<file path="config.mk">
export PLATFORM = sky130hd
export DESIGN_NAME = conv_sequencer
export DESIGN_NICKNAME = d
export VERILOG_FILES = /design/src/rtl/seq_pkg.sv /design/src/rtl/seq_tick_timer.sv /design/src/rtl/seq_lowest_pick.sv /design/src/rtl/seq_temp_avg.sv /design/src/rtl/conv_sequencer.sv
export SDC_FILE = /design/constraint.sdc
export NUM_CORES = 1
export LEC_CHECK = 0
export ABC_AREA = 1
export BUFFER_PORTS_ARGS = -buffer_cell sky130_fd_sc_hd__buf_2
export CORE_MARGIN = 5
export CORE_UTILIZATION = 56
export CTS_BUF_LIST = sky130_fd_sc_hd__clkbuf_4
export DETAILED_ROUTE_END_ITERATION = 16
export PLACE_DENSITY_LB_ADDON = 0.1
export SETUP_SLACK_MARGIN = 0.5
export SLEW_MARGIN = 5
export SYNTH_ARGS = -nofsm -noshare
export SYNTH_HDL_FRONTEND = slang
export SYNTH_SLANG_ARGS = --single-unit
export TNS_END_PERCENT = 1
</file>
<file path="constraint.sdc">
create_clock -name clk -period 2.62 [get_ports clk]
set_input_delay 0 -clock clk [delete_from_list [all_inputs] [get_ports clk]]
set_output_delay 0 -clock clk [all_outputs]
set_load 0.005 [all_outputs]
</file>
<file path="src/rtl/seq_pkg.sv">
package seq_pkg;
  typedef enum logic [1:0] {
    ST_IDLE = 2'd0,
    ST_WAIT = 2'd1,
    ST_AVG  = 2'd2
  } seq_state_e;

  localparam int ADDR_W = 4;
  localparam logic [ADDR_W-1:0] ADDR_TEMP = 4'd8;
  localparam logic [ADDR_W-1:0] ADDR_TAVG = 4'd9;
endpackage

</file>
<file path="src/rtl/seq_tick_timer.sv">
module seq_tick_timer #(
  parameter int PERIOD = 250000
) (
  input  logic clk,
  input  logic rst_n,
  output logic tick
);
  localparam int CW = (PERIOD > 1) ? $clog2(PERIOD) : 1;

  logic [CW-1:0] cnt_q, cnt_d;
  logic          wrap;

  always_comb begin
    wrap  = (cnt_q == CW'(PERIOD - 1));
    cnt_d = wrap ? '0 : cnt_q + CW'(1);
  end

  always_ff @(posedge clk or negedge rst_n) begin
    if (!rst_n) cnt_q <= '0;
    else        cnt_q <= cnt_d;
  end

  assign tick = wrap;
endmodule

</file>
<file path="src/rtl/seq_lowest_pick.sv">
module seq_lowest_pick #(
  parameter int N  = 8,
  parameter int IW = 3
) (
  input  logic [N-1:0]  vec,
  output logic          found,
  output logic [IW-1:0] idx
);
  always_comb begin
    found = |vec;
    idx   = '0;
    for (int i = N - 1; i >= 0; i--) begin
      if (vec[i]) idx = IW'(i);
    end
  end
endmodule

</file>
<file path="src/rtl/seq_temp_avg.sv">
module seq_temp_avg #(
  parameter int W     = 12,
  parameter int SHIFT = 2
) (
  input  logic         clk,
  input  logic         rst_n,
  input  logic         upd,
  input  logic [W-1:0] sample,
  output logic [W-1:0] avg
);
  logic [W-1:0]      avg_q, avg_d;
  logic              ok_q, ok_d;
  logic signed [W:0] diff, step, sum;

  always_comb begin
    diff  = $signed({sample[W-1], sample}) - $signed({avg_q[W-1], avg_q});
    step  = diff >>> SHIFT;
    sum   = $signed({avg_q[W-1], avg_q}) + step;
    avg_d = avg_q;
    ok_d  = ok_q;
    if (upd) begin
      avg_d = ok_q ? sum[W-1:0] : sample;
      ok_d  = 1'b1;
    end
  end

  always_ff @(posedge clk or negedge rst_n) begin
    if (!rst_n) begin
      avg_q <= '0;
      ok_q  <= 1'b0;
    end else if (upd) begin
      avg_q <= avg_d;
      ok_q  <= ok_d;
    end
  end

  assign avg = avg_q;
endmodule

</file>
<file path="src/rtl/conv_sequencer.sv">
module conv_sequencer
  import seq_pkg::*;
#(
  parameter int N_CH        = 8,
  parameter int DATA_W      = 12,
  parameter int TEMP_PERIOD = 250000,
  parameter int AVG_SHIFT   = 2
) (
  input  logic                     clk,
  input  logic                     rst_n,
  input  logic [N_CH-1:0]          cmd_mask,
  input  logic                     go,
  input  logic                     auto_mode,
  output logic                     conv_start,
  output logic [ADDR_W-1:0]        conv_chan,
  input  logic                     conv_done,
  input  logic [DATA_W-1:0]        conv_data,
  output logic                     res_valid,
  output logic [ADDR_W+DATA_W-1:0] res_word
);
  localparam int IDX_W  = (N_CH > 1) ? $clog2(N_CH) : 1;
  localparam int WORD_W = ADDR_W + DATA_W;

  seq_state_e        state_q, state_d;
  logic [N_CH-1:0]   chan_en, mask_q, mask_d, todo_q, todo_d, todo_nx;
  logic              active_q, active_d;
  logic              pend_q, pend_d, take_temp;
  logic              start_q, start_d;
  logic [ADDR_W-1:0] chan_q, chan_d;
  logic              istemp_q, istemp_d;
  logic              rv_q, rv_d;
  logic [WORD_W-1:0] word_q, word_d;
  logic              go_take, avg_upd, tick, pick_found;
  logic [IDX_W-1:0]  pick_idx;
  logic [DATA_W-1:0] avg_val;

  // channel n is enabled by the mask bit at the opposite end
  for (genvar g = 0; g < N_CH; g++) begin : g_rev
    assign chan_en[g] = cmd_mask[N_CH-1-g];
    assign todo_nx[g] = todo_q[g] & (chan_q != ADDR_W'(g));
  end

  seq_tick_timer #(.PERIOD(TEMP_PERIOD)) u_timer (
    .clk (clk),
    .rst_n (rst_n),
    .tick (tick)
  );

  seq_lowest_pick #(.N(N_CH), .IW(IDX_W)) u_pick (
    .vec   (todo_q),
    .found (pick_found),
    .idx   (pick_idx)
  );

  seq_temp_avg #(.W(DATA_W), .SHIFT(AVG_SHIFT)) u_avg (
    .clk    (clk),
    .rst_n  (rst_n),
    .upd    (avg_upd),
    .sample (conv_data),
    .avg    (avg_val)
  );

  always_comb begin
    state_d   = state_q;
    mask_d    = mask_q;
    todo_d    = todo_q;
    active_d  = active_q;
    start_d   = 1'b0;
    chan_d    = chan_q;
    istemp_d  = istemp_q;
    rv_d      = 1'b0;
    word_d    = word_q;
    take_temp = 1'b0;
    avg_upd   = 1'b0;
    go_take   = go & ~active_q & (|chan_en);

    if (go_take) begin
      active_d = 1'b1;
      mask_d   = chan_en;
      todo_d   = chan_en;
    end

    unique case (state_q)
      ST_IDLE: begin
        if (pend_q) begin
          take_temp = 1'b1;
          start_d   = 1'b1;
          chan_d    = ADDR_TEMP;
          istemp_d  = 1'b1;
          state_d   = ST_WAIT;
        end else if (active_q && pick_found) begin
          start_d  = 1'b1;
          chan_d   = ADDR_W'(pick_idx);
          istemp_d = 1'b0;
          state_d  = ST_WAIT;
        end
      end
      ST_WAIT: begin
        if (conv_done) begin
          rv_d   = 1'b1;
          word_d = {chan_q, conv_data};
          if (istemp_q) begin
            avg_upd = 1'b1;
            state_d = ST_AVG;
          end else begin
            state_d = ST_IDLE;
            if (todo_nx == '0) begin
              if (auto_mode) todo_d = mask_q;
              else begin
                todo_d   = '0;
                active_d = 1'b0;
              end
            end else begin
              todo_d = todo_nx;
            end
          end
        end
      end
      ST_AVG: begin
        rv_d    = 1'b1;
        word_d  = {ADDR_TAVG, avg_val};
        state_d = ST_IDLE;
      end
      default: state_d = ST_IDLE;
    endcase

    pend_d = (pend_q & ~take_temp) | tick;
  end

  always_ff @(posedge clk or negedge rst_n) begin
    if (!rst_n) begin
      state_q  <= ST_IDLE;
      mask_q   <= '0;
      todo_q   <= '0;
      active_q <= 1'b0;
      pend_q   <= 1'b0;
      start_q  <= 1'b0;
      chan_q   <= '0;
      istemp_q <= 1'b0;
      rv_q     <= 1'b0;
      word_q   <= '0;
    end else begin
      state_q  <= state_d;
      mask_q   <= mask_d;
      todo_q   <= todo_d;
      active_q <= active_d;
      pend_q   <= pend_d;
      start_q  <= start_d;
      chan_q   <= chan_d;
      istemp_q <= istemp_d;
      rv_q     <= rv_d;
      word_q   <= word_d;
    end
  end

  assign conv_start = start_q;
  assign conv_chan  = chan_q;
  assign res_valid  = rv_q;
  assign res_word   = word_q;
endmodule

</file>
==> metrics <==
H-tree depth 3; final WL roughly 12 mm; RSZ-0062 raised after global routing true; count of final setup violators 7; worst-path fanout max 4; die height about 100 um; dpl ws -300.2 ps; Area Overhead vs Synth 29.38%; CP endpoint kind register; worst relative slew slack a little over a third; max-cap violation count 0; initial antenna violation count 0; CP arrival around 3200 ps; Synth Instances 606; clock slew at reported path FFs around 130 ps; gr usage total 25.84%; CTS tree yes; # DRC 0; top-level I/O count 47; worst-margin pin slew between 900 and 1000 ps; largest net degree at the start of global routing 43; pwr dens between 600 and 700 mW/mm^2; DRT iter0 DRCs about 230; clk root buf clkbuf_4; required time at the worst-slack endpoint about 2900 ps; top cell type by total area after synthesis dfrtp_1; Final Max Slew Viols 0; vias in the first global route 4670; hpwl dp about 9 mm; Worst Hold Class in -> reg; Final Hold Fails 0; Netlist cell types 42; fraction of registers with async set/reset 100.0%; fin crit share 108.2%; synthesized cell area around 0.0046 mm^2; final instance area around 0.0059 mm^2; CP Launch Type register; Num Clock Sinks 73; most used flip-flop cell after synthesis dfrtp_1; first-pass GRT wire length roughly 21 mm; Starting Density a little under three fifths; DR vias/cell approximately 5.4; core area 0.008093 mm^2; Layout Nets between 700 and 800; Lkg Pwr around 3 nW; syn nets around 660; Setup WS post-layout -214.0 ps; # diodes 0; Mean Syn Cell Area approximately 7.6 um^2; grt ovf 0; Clock Skew ~16 ps; top post-synthesis cells by area dfrtp_1, nand2_1, ha_1, inv_1, nor2_1; GP Congestion between 0.9 and 1; drt wl/cell 14.73 um; clk_lat worst skew about 420 ps; number of synthesized flops with an enable pin 0; # rows 33; First-pass DRT Iterations 5; vias ~4600; CTS max path bufs 2; area share of the largest cell type after synthesis between 30 and 40%; outcome complete, but fails checks; #FFs+latches synth between 70 and 80; Ys Warns 0; Max IR drop VDD 0.2657 mV; sequential element share of the synthesized area 39.76%; area post-placement 0.005379 mm^2; WS Path Type reg -> reg; Port-buffer cells 46; fraction of layout cells with a size suffix above 1 between 20% and 30%; die width about 100 um; Final ANT Viol Nets 0; Fmax achieved around 0.35 GHz; min cycle time layout approximately 2800 ps; reg2reg setup slack -210 ps; Num CTS Buffers 9; die area 0.01012 mm^2; failing checks setup timing
## final cells by class
type	instances	area, um^2
timing repair buffer	132	933.4
clock inverter	6	60.06
inverter	88	330.3
fill	626	2148
sequential	73	1827
tap	105	131.4
clock buffer	9	67.56
multi-input combinational	434	2595
## cells by family after synthesis
family                   after synthesis  share of synthesized area [%]
buffers and inverters                 99                          8.197
multiplexers                           1                         0.2451
AO/OA/AOI/OAI                        128                          15.66
AND/OR/NAND/NOR                      257                          24.54
XOR/XNOR                              20                          3.813
flip-flops                            73                          39.76
adder cells (fa/ha/maj)               28                          7.789
## synth_stat cells, drive strengths merged, types with 2 or more instances
library cell	n
o21ai	53
clkinv	2
a21oi	36
buf	3
nor3	4
a31oi	18
a21boi	3
xnor2	5
dfrtp	73
xor2	15
nand3	32
nand2	119
nor2	80
nand4	14
nor4	6
clkbuf	8
inv	86
o211ai	4
o31ai	2
o22ai	3
ha	27
o21a	3
## power by group
| part | switching (mW) | leakage, nW | internal [mW] |
|---|---|---|---|
| logic | 0.813 | 1.99 | 0.562 |
| clock network | 0.417 | 0.0692 | 0.281 |
| registers | 0.180 | 0.871 | 1.40 |
## final timing paths
path                                   from               end  depth (start not counted)
min                                      go         mask_q[4]                          5
max                            u_avg.avg[1]     u_avg.avg[11]                         20
min reg2reg                u_timer.cnt_q[0]  u_timer.cnt_q[0]                          1
max in group asynchronous             rst_n      res_word[10]                          3
min in group asynchronous             rst_n  u_timer.cnt_q[5]                          2
max reg2reg                    u_avg.avg[1]     u_avg.avg[11]                         20
## cells in the final DEF, fill, tap and decap left out, types with 3 or more instances in the layout
cell type	count
buf_2	46
clkinv_1	3
a21oi_2	9
xor2_1	13
nor2_2	14
nand2_1	110
nand2_2	9
a31oi_1	18
o21ai_0	40
nand4_1	14
inv_1	80
nand3_2	4
inv_2	6
nor3_1	4
dlygate4sd3_1	23
o21ai_1	10
dfrtp_1	73
nor2_1	64
o22ai_1	3
xnor2_1	5
ha_4	4
ha_1	21
nand3_1	28
o21a_1	3
a21oi_1	27
o21ai_2	3
buf_4	63
o211ai_1	4
clkbuf_4	9
nor4_1	4
## per-stage QoR
stage	hold slack (ps)	util [%]	instances	setup TNS, ps	power, mW
after floorplan	-295.6	-	606	-171.9	2.398
after global placement	193.9	66.47	805	-1062	2.855
after detailed placement	203.7	66.47	805	-1628	2.907
after CTS	145.4	72.34	846	-717.4	3.649
after global routing	188.2	73.45	847	-2353	3.919
final	164.0	73.45	847	-1046	3.657
## critical path, stage by stage (launching register included)
cell and delay (ps):
dfrtp_1 360, inv_1 40, ha_1 260, nand2_1 90
nand2_2 80, nand2_1 90, nand2_2 90, a21boi_4 170
o21ai_2 90, xor2_1 160, ha_2 400, nand2_2 90
o21ai_1 210, buf_4 140, nand2_1 40, nand3_1 100
inv_1 50, nand3_1 80, nand3_1 80, nand2_1 90
nand2_1 50
## repair_timing
| item | 4_1_cts | 5_1_grt |
|---|---|---|
| hold endpoints to repair | 78 | 0 |
| setup endpoints to repair | 11 | 11 |
| gates cloned | 0 | 0 |
| setup buffers | 3 | 1 |
| resized for setup | 25 | 25 |
| pin swaps | 12 | 11 |
| hold buffers | 23 | 0 |
## sequential cells by signal, indices dropped and copies added, names as in the netlist
name and flops:
u_timer.cnt_q 18, active_q 1, res_valid 1, todo_q 8, pend_q 1, mask_q 8, res_word 16, conv_start 1
conv_chan 4, u_avg.avg 12, state_q 2, u_avg.ok_q 1
## metal layers
metal  share of wire, %  GRT usage, %
met1                 42         31.69
met2                 52         46.53
met3                3.9         3.945
met4                2.3         8.083
met5                  0             0
No activity file was read; power rests on OpenSTA's default activity.
